**config.mk**
```make
export PLATFORM = sky130hd
export DESIGN_NAME = lu_interlock
export DESIGN_NICKNAME = d
export VERILOG_FILES = /design/src/rtl/lu_pkg.sv /design/src/rtl/lu_src_match.sv /design/src/rtl/lu_stall_fsm.sv /design/src/rtl/lu_interlock.sv
export SDC_FILE = /design/constraint.sdc
export NUM_CORES = 1
export LEC_CHECK = 0
export ABC_AREA = 1
export BUFFER_PORTS_ARGS = -buffer_cell sky130_fd_sc_hd__buf_2
export CAP_MARGIN = 20
export CORE_AREA = 2 2 39 41
export DETAILED_ROUTE_END_ITERATION = 6
export DIE_AREA = 0 0 41 43
export SYNTH_ARGS = -nofsm -noshare
export SYNTH_HDL_FRONTEND = slang
export SYNTH_SLANG_ARGS = --single-unit
```
**constraint.sdc**
```tcl
create_clock -name clk -period 0.8 [get_ports clk]
set_input_delay 0.04 -clock clk [delete_from_list [all_inputs] [get_ports clk]]
set_output_delay 0.04 -clock clk [all_outputs]
set_load 0.01 [all_outputs]
```
**src/rtl/lu_pkg.sv**
```systemverilog
package lu_pkg;

    typedef enum logic {
        ST_FLOW = 1'b0,
        ST_HOLD = 1'b1
    } lu_state_e;

endpackage

```
**src/rtl/lu_src_match.sv**
```systemverilog
module lu_src_match #(
    parameter int REG_W   = 5,
    parameter int NUM_SRC = 2
) (
    input  logic                     id_valid,
    input  logic [NUM_SRC*REG_W-1:0] id_src_num,
    input  logic [NUM_SRC-1:0]       id_src_use,
    input  logic                     ex_valid,
    input  logic                     ex_is_load,
    input  logic [REG_W-1:0]         ex_rd,
    output logic                     hazard
);

    logic [NUM_SRC-1:0] slot_hit;
    logic               load_live;

    assign load_live = id_valid && ex_valid && ex_is_load && (ex_rd != '0);

    for (genvar g = 0; g < NUM_SRC; g++) begin : g_slot
        assign slot_hit[g] = id_src_use[g] &&
                             (id_src_num[g*REG_W +: REG_W] == ex_rd);
    end

    assign hazard = load_live && (|slot_hit);

endmodule

```
**src/rtl/lu_stall_fsm.sv**
```systemverilog
module lu_stall_fsm
    import lu_pkg::*;
(
    input  logic clk,
    input  logic rst_n,
    input  logic hazard,
    output logic stall
);

    lu_state_e state_q;
    lu_state_e state_d;

    always_ff @(posedge clk or negedge rst_n) begin
        if (!rst_n) begin
            state_q <= ST_FLOW;
        end else begin
            state_q <= state_d;
        end
    end

    // Transitions: FLOW_TO_HOLD on a hazard, HOLD_TO_FLOW always.
    always_comb begin
        state_d = state_q;
        unique case (state_q)
            ST_FLOW: state_d = hazard ? ST_HOLD : ST_FLOW;
            ST_HOLD: state_d = ST_FLOW;
        endcase
    end

    // Outputs: only ST_FLOW may stall.
    always_comb begin
        stall = 1'b0;
        unique case (state_q)
            ST_FLOW: stall = hazard;
            ST_HOLD: stall = 1'b0;
        endcase
    end

endmodule

```
**src/rtl/lu_interlock.sv**
```systemverilog
module lu_interlock #(
    parameter int REG_W   = 5,
    parameter int NUM_SRC = 2
) (
    input  logic                     clk,
    input  logic                     rst_n,
    input  logic                     id_valid,
    input  logic [NUM_SRC*REG_W-1:0] id_src_num,
    input  logic [NUM_SRC-1:0]       id_src_use,
    input  logic                     ex_valid,
    input  logic                     ex_is_load,
    input  logic [REG_W-1:0]         ex_rd,
    output logic                     pc_we,
    output logic                     ifid_we,
    output logic                     bubble
);

    logic hazard;
    logic stall;

    lu_src_match #(
        .REG_W  (REG_W),
        .NUM_SRC(NUM_SRC)
    ) u_match (
        .id_valid  (id_valid),
        .id_src_num(id_src_num),
        .id_src_use(id_src_use),
        .ex_valid  (ex_valid),
        .ex_is_load(ex_is_load),
        .ex_rd     (ex_rd),
        .hazard    (hazard)
    );

    lu_stall_fsm u_fsm (
        .clk   (clk),
        .rst_n (rst_n),
        .hazard(hazard),
        .stall (stall)
    );

    assign pc_we   = !stall;
    assign ifid_we = !stall;
    assign bubble  = stall;

endmodule

```
==> results of run 1 <==
-- cells in the final DEF (no fill, tap or decap), drive strengths merged --
master / netlist / layout
a21oi: 1 / 1
buf: 1 / 24
dfrtp: 1 / 1
dlygate4sd3: 0 / 1
inv: 17 / 17
nand2: 31 / 31
nand3: 2 / 2
nand4: 2 / 2
nor2: 9 / 9
-- cells by family after synthesis --
| logic type | Yosys count |
|---|---|
| compound gates | 1 |
| simple gates | 44 |
| buf+inv | 18 |
| flops | 1 |
-- worst min-delay path by stage --
| stage | endpoint | slack (ns) |
|---|---|---|
| after floorplan | u_fsm.state_q$_DFF_PN0_ | -0.26 |
| after global placement | u_fsm.state_q$_DFF_PN0_ | -0.18 |
| after CTS | u_fsm.state_q$_DFF_PN0_ | 0.35 |
| after detailed placement | u_fsm.state_q$_DFF_PN0_ | -0.18 |
| after global routing | u_fsm.state_q$_DFF_PN0_ | 0.36 |
| final | u_fsm.state_q$_DFF_PN0_ | 0.34 |
-- layer usage --
metal / vias up / wire length [microns] / GRT usage [%] / share of wire (%)
met5: - / 0 / 0 / 0
met4: 0 / 0 / 0 / 0
met3: 0 / 49 / 0 / 6.6
met2: 11 / 398 / 14.4 / 54
met1: 168 / 291 / 9.58 / 39
li1: 229 / - / - / -
-- area by class of cell --
class | instances | area, sq um | share of cell area [%]
Inverter | 17 | 68.8 | 12.5
Multi-Input combinational cell | 45 | 231 | 42.0
Sequential cell | 1 | 25.0 | 4.54
Tap cell | 16 | 20.0 | 3.63
Timing Repair Buffer | 25 | 206 | 37.4
-- per-stage QoR --
stage / TNS (ns) / instance area (sq um) / instances / utilization [%] / total power, mW
final: -0.0197 / 552 / 104 / 39.9 / 0.277
after global routing: -0.168 / 552 / 104 / 39.9 / 0.302
after CTS: -0.0486 / 468 / 104 / 33.8 / 0.233
after detailed placement: -0.0745 / 440 / 103 / 31.8 / 0.219
after global placement: -0.0879 / 440 / 103 / 31.8 / 0.217
after floorplan: -0.00963 / 312 / 64 / - / 0.144
-- worst register-to-register path: stages (launching register included) --
cell and delay [ns]:
dfrtp_1 0.34, inv_1 0.05, nand4_1 0.11, a21oi_2 0.14
-- what timing repair did --
| action | in CTS | in global routing |
|---|---|---|
| hold endpoints to repair | 1 | 0 |
| setup endpoints to repair | 3 | 4 |
| hold buffers | 1 | 0 |
| gates resized for setup | 4 | 26 |
| cloned | 0 | 0 |
| pin swaps | 7 | 19 |
-- report_power, final --
part | internal (mW) | switching [mW] | total, mW | leakage, nW
clock | 0 | 0 | 0 | 0
combinational | 0.124 | 0.102 | 0.225 | 0.321
sequential | 0.0519 | 0.0000857 | 0.0520 | 0.0140
==> impl_metrics.yaml, run 1 <==
global_route:
  grt-ovfl-total: 0
  grt_pass1_vias: 302
  antenna_found_initial: 0
  grt_usage_pct: 7.62
  grt_pass1_wl_microns: 1010
  grt_max_degree: 6
finish:
  top_regs: "u_fsm.state_q: 1 flops"
  largest_register: "u_fsm.state_q"
  area_delta_synth_final_pct: 80.7
  diodes: 0
  nFillCells: 155
  largest_reg_flops: 1
  drive_gt1_share_pct: 58.0
  nNetsFinal: 112
critical_path:
  crit_type: "register to output pin"
  cp.arrival_ns: 0.78
  cp.depth: 4
  crit_start: "u_fsm.state_q$_DFF_PN0_"
  timing.rr.start: "u_fsm.state_q$_DFF_PN0_"
  crit_path_start_kind: "register"
  critical_path.endpoint: "bubble"
  critPathTopFamily: "flip-flops"
  max_stage_delay_ns: 0.34
  r2r_cells: 3
  crit_buf_inv: 2
  endpoint_kind: "output pin"
  cp_cell_sequence: "inv_1, nand4_1, a21oi_2, buf_2"
  critPathSlowestCell: "dfrtp_1"
  r2r_end: "u_fsm.state_q$_DFF_PN0_"
  path_max_fanout: 2
  crit_required_ns: 0.76
  r2r_setup_slack_ns: 0.08
clock_tree:
  clk_pin_slew_ns: 0
  cts_setup_buffers: 0
  worstSkewPairLatency_ns: 0
placed_design:
  place_hpwl_microns: 615
  gp_congestion: 0.644
  pre_cts_slack_ns: -0.0405
  port_buffers: 24
synthesis:
  synthesis.area_sq_um: 305
  syn-num-nets: 86
  synth-compound-area-share_pct: 2.87
  ys_top_cells_by_count: "28 x nand2_1, 13 x inv_1, 5 x nor2_1, 4 x inv_2, 4 x nor2_2"
  synth_top_area_share_pct: 34.4
  synth_edf_count: 0
  synth_top_family_by_area: "simple AND/OR/NAND/NOR gates"
  yosys_register_bits: 1
  netlist_instances: 64
  synthArstFlopShare_pct: 100
  synth_top_cell_by_area: "nand2_1"
  synth.distinct_cells: 11
  synth.most_common_cell: "nand2_1"
  synthFlopType: "dfrtp_1"
  synth_warnings: 0
  synth_xor_area_share_pct: 0
  yosys.area_share.adder_pct: 0
  yosys.area_share.simple_pct: 65.6
  muxShareOfSynthArea_pct: 0
  synth.area.top_cells: "nand2_1 34%, inv_1 16%, dfrtp_1 8.2%"
  synth.avg_cell_area_sq_um: 4.77
  synth-seq-area-share_pct: 8.20
floorplan:
  die_w_microns: 41
  ioPinCount: 25
  coreArea_sq_um: 1380
  die_h_microns: 43
  initial_utilization_pct: 22.1
  die-area_sq_um: 1760
  rows: 14
routing:
  viasPerCell: 3.92
  vias: 408
  antenna_left: 0
  routedWlPerCell_microns: 7.11
  route.detailed.drc: 0
  drtIter0Drc: 1
  wirelength_microns: 739
  first_pass_iters: 4
run_status:
  outcome: "complete, but fails checks"
  violations: "setup timing"
sta:
  maxSlewViolCount: 0
  worstMarginPinSlew_ns: 0.116
  max_freq_ghz: 1.22
  setup_slack_ns: -0.0197
  period_needed_ns: 0.820
  max-slew-margin-rel_pct: 92.2
  finClkSkew_ns: 0
  timing.hold.ws_ns: 0.343
  finalHoldViolCount: 0
  setup-violations-final: 1
  rsz0062_at_grt: "true"
  fin_crit_sh_pct: 102
hold_path:
  hold_depth: 3
  hold_start: "ex_is_load"
  hp-class: "input pin to register"
power:
  power_density_nw_per_um2: 503
  ir_worst_vdd_mv: 0.151
  p_leak_nw: 0.335
flow_run:
  maxCapViolCount: 0
Power figures use the tool's default switching activity.
==> run 2, diff against run 1 <==
--- a/config.mk
+++ b/config.mk
@@ -8,9 +8,12 @@
 export ABC_AREA = 1
 export BUFFER_PORTS_ARGS = -buffer_cell sky130_fd_sc_hd__buf_2
 export CAP_MARGIN = 20
-export CORE_AREA = 2 2 39 41
+export CELL_PAD_IN_SITES_DETAIL_PLACEMENT = 1
+export CELL_PAD_IN_SITES_GLOBAL_PLACEMENT = 1
+export CORE_MARGIN = 2
+export CORE_UTILIZATION = 20
 export DETAILED_ROUTE_END_ITERATION = 6
-export DIE_AREA = 0 0 41 43
+export PLACE_DENSITY_LB_ADDON = 0.1
 export SYNTH_ARGS = -nofsm -noshare
 export SYNTH_HDL_FRONTEND = slang
 export SYNTH_SLANG_ARGS = --single-unit
==> run 2 against run 1 <==
Against the previous run: the run still ends with setup timing left; total power shrank 17%; worst hold slack gained 0.0091 ns; final cell count is the same; sequential power is essentially flat; critical path type unchanged; largest cell class unchanged.
==> impl_metrics.yaml, run 2 (same netlist as run 1, synthesis figures left out) <==
run_status:
  outcome: "complete, but fails checks"
  violations: "setup timing"
power:
  power_density_nw_per_um2: 486
  p_sw_share_pct: 40.6
  ir_worst_vdd_mv: 0.136
  power.net_switching_mw: 0.0941
  p_leak_nw: 0.322
  sequentialPowerShare_pct: 22.5
  clkPwrFrac_pct: 0
  power_frac_comb_pct: 77.5
  internal_power_mw: 0.138
routing:
  vias: 423
  route.detailed.drc: 0
  first_pass_iters: 4
  wirelength_microns: 821
  drtIter0Drc: 3
  antenna_left: 0
  routedWlPerCell_microns: 7.89
  viasPerCell: 4.07
placed_design:
  place_inst: 103
  place_hpwl_microns: 772
  gp_congestion: 0.710
  port_buffers: 24
  pre_cts_slack_ns: -0.0590
hold_path:
  hp-class: "input pin to register"
  min_to: "u_fsm.state_q$_DFF_PN0_"
  hold_depth: 3
  hold_start: "ex_is_load"
critical_path:
  crit_required_ns: 0.76
  r2r_end: "u_fsm.state_q$_DFF_PN0_"
  cp.arrival_ns: 0.80
  timing.rr.start: "u_fsm.state_q$_DFF_PN0_"
  endpoint_kind: "output pin"
  path_max_fanout: 2
  crit_type: "register to output pin"
  r2r_cells: 3
  crit_path_start_kind: "register"
  r2r_setup_slack_ns: 0.06
global_route:
  grt_pass1_wl_microns: 1480
  grt_pass1_vias: 409
  antenna_found_initial: 0
  grt_max_degree: 6
  grt-ovfl-total: 0
  grt_usage_pct: 9.63
clock_tree:
  worstSkewPairLatency_ns: 0
  clk_pin_slew_ns: 0
  cts_setup_buffers: 0
finish:
  nFillCells: 215
  final_cell_mix: "25 x nand2_1, 20 x buf_2, 13 x inv_1, 6 x nand2_2, 5 x nor2_1"
  largest_reg_flops: 1
  largest_register: "u_fsm.state_q"
  top_regs: "u_fsm.state_q: 1 flops"
  utilization_pct: 32.4
  multi_input_area_sq_um: 216
  area_delta_synth_final_pct: 56.1
  final_cells: 104
  drive_gt1_share_pct: 46.6
  nNetsFinal: 112
  seqCellArea_sq_um: 25.0
  layout_commonest_cell: "nand2_1"
  diodes: 0
sta:
  fin_crit_sh_pct: 105
  finClkSkew_ns: 0
  finalHoldViolCount: 0
  worstMarginPinSlew_ns: 0.125
  setup-violations-final: 3
  max_freq_ghz: 1.19
  max-slew-margin-rel_pct: 91.6
  setup_slack_ns: -0.0408
  timing.hold.ws_ns: 0.352
  maxSlewViolCount: 0
  rsz0062_at_grt: "true"
  period_needed_ns: 0.841
  tns_ns: -0.104
floorplan:
  coreArea_sq_um: 1470
  rows: 14
  die_w_microns: 43.1
  ioPinCount: 25
  die-area_sq_um: 1860
  die_h_microns: 43.1
  initial_utilization_pct: 20.7
flow_run:
  maxCapViolCount: 0
-- run 2: cell counts in the layout (fill, tap and decap cells not counted) --
Identical to the previous run, type by type.
-- run 2: what timing repair did --
action                                  CTS  global route
resized for setup                         4             2
pin swaps                                 5             5
cloned                                    0             0
hold buffers                              1             0
endpoints found under the setup margin    3             4
endpoints found under the hold margin     1             0
-- run 2: per-layer routing --
metal / vias to the layer above / GRT usage (%) / routed length [microns] / part of all wire (%)
met5: - / 0 / 0 / 0
met4: 0 / 0 / 0 / 0
met3: 0 / 0.851 / 60 / 7.3
met2: 12 / 18.5 / 434 / 53
met1: 182 / 12.2 / 326 / 40
li1: 229 / - / - / -
-- run 2: metrics by stage --
stage	power (mW)	instance area [sq um]
after global placement	0.221	440
after floorplan	0.144	312
after detailed placement	0.223	440
after CTS	0.233	472
final	0.232	477
after global routing	0.262	477
-- run 2: cell type report --
type                    count  area share (%)
inverters                  17            13.4
multi-input cells          45            45.4
flip-flops and latches      1            5.25
well taps                  16            4.20
repair buffers             25            31.8
-- run 2: worst max path at each step --
stage                                  from     end  slack [ns]  cells after the start
floorplan           u_fsm.state_q$_DFF_PN0_   pc_we       -0.01                      5
global placement                   ex_rd[4]  bubble       -0.05                      8
detailed placement                 ex_rd[4]  bubble       -0.06                      8
CTS                 u_fsm.state_q$_DFF_PN0_  bubble       -0.05                      4
global route        u_fsm.state_q$_DFF_PN0_  bubble       -0.11                      4
finish              u_fsm.state_q$_DFF_PN0_  bubble       -0.04                      4
-- run 2: power groups by stage --
stage          Combinational, mW  Sequential (mW)  Clock (mW)
2_1_floorplan             0.0921           0.0520           0
3_3_place_gp               0.169           0.0520           0
3_5_place_dp               0.171           0.0520           0
4_1_cts                    0.181           0.0520           0
5_1_grt                    0.210           0.0520           0
6_report                   0.180           0.0520           0
-- run 2: critical path, cell delays in order (launching register included) --
cell and delay (ns):
dfrtp_1 0.35, inv_1 0.05, nand4_1 0.12, a21oi_2 0.14, buf_2 0.14
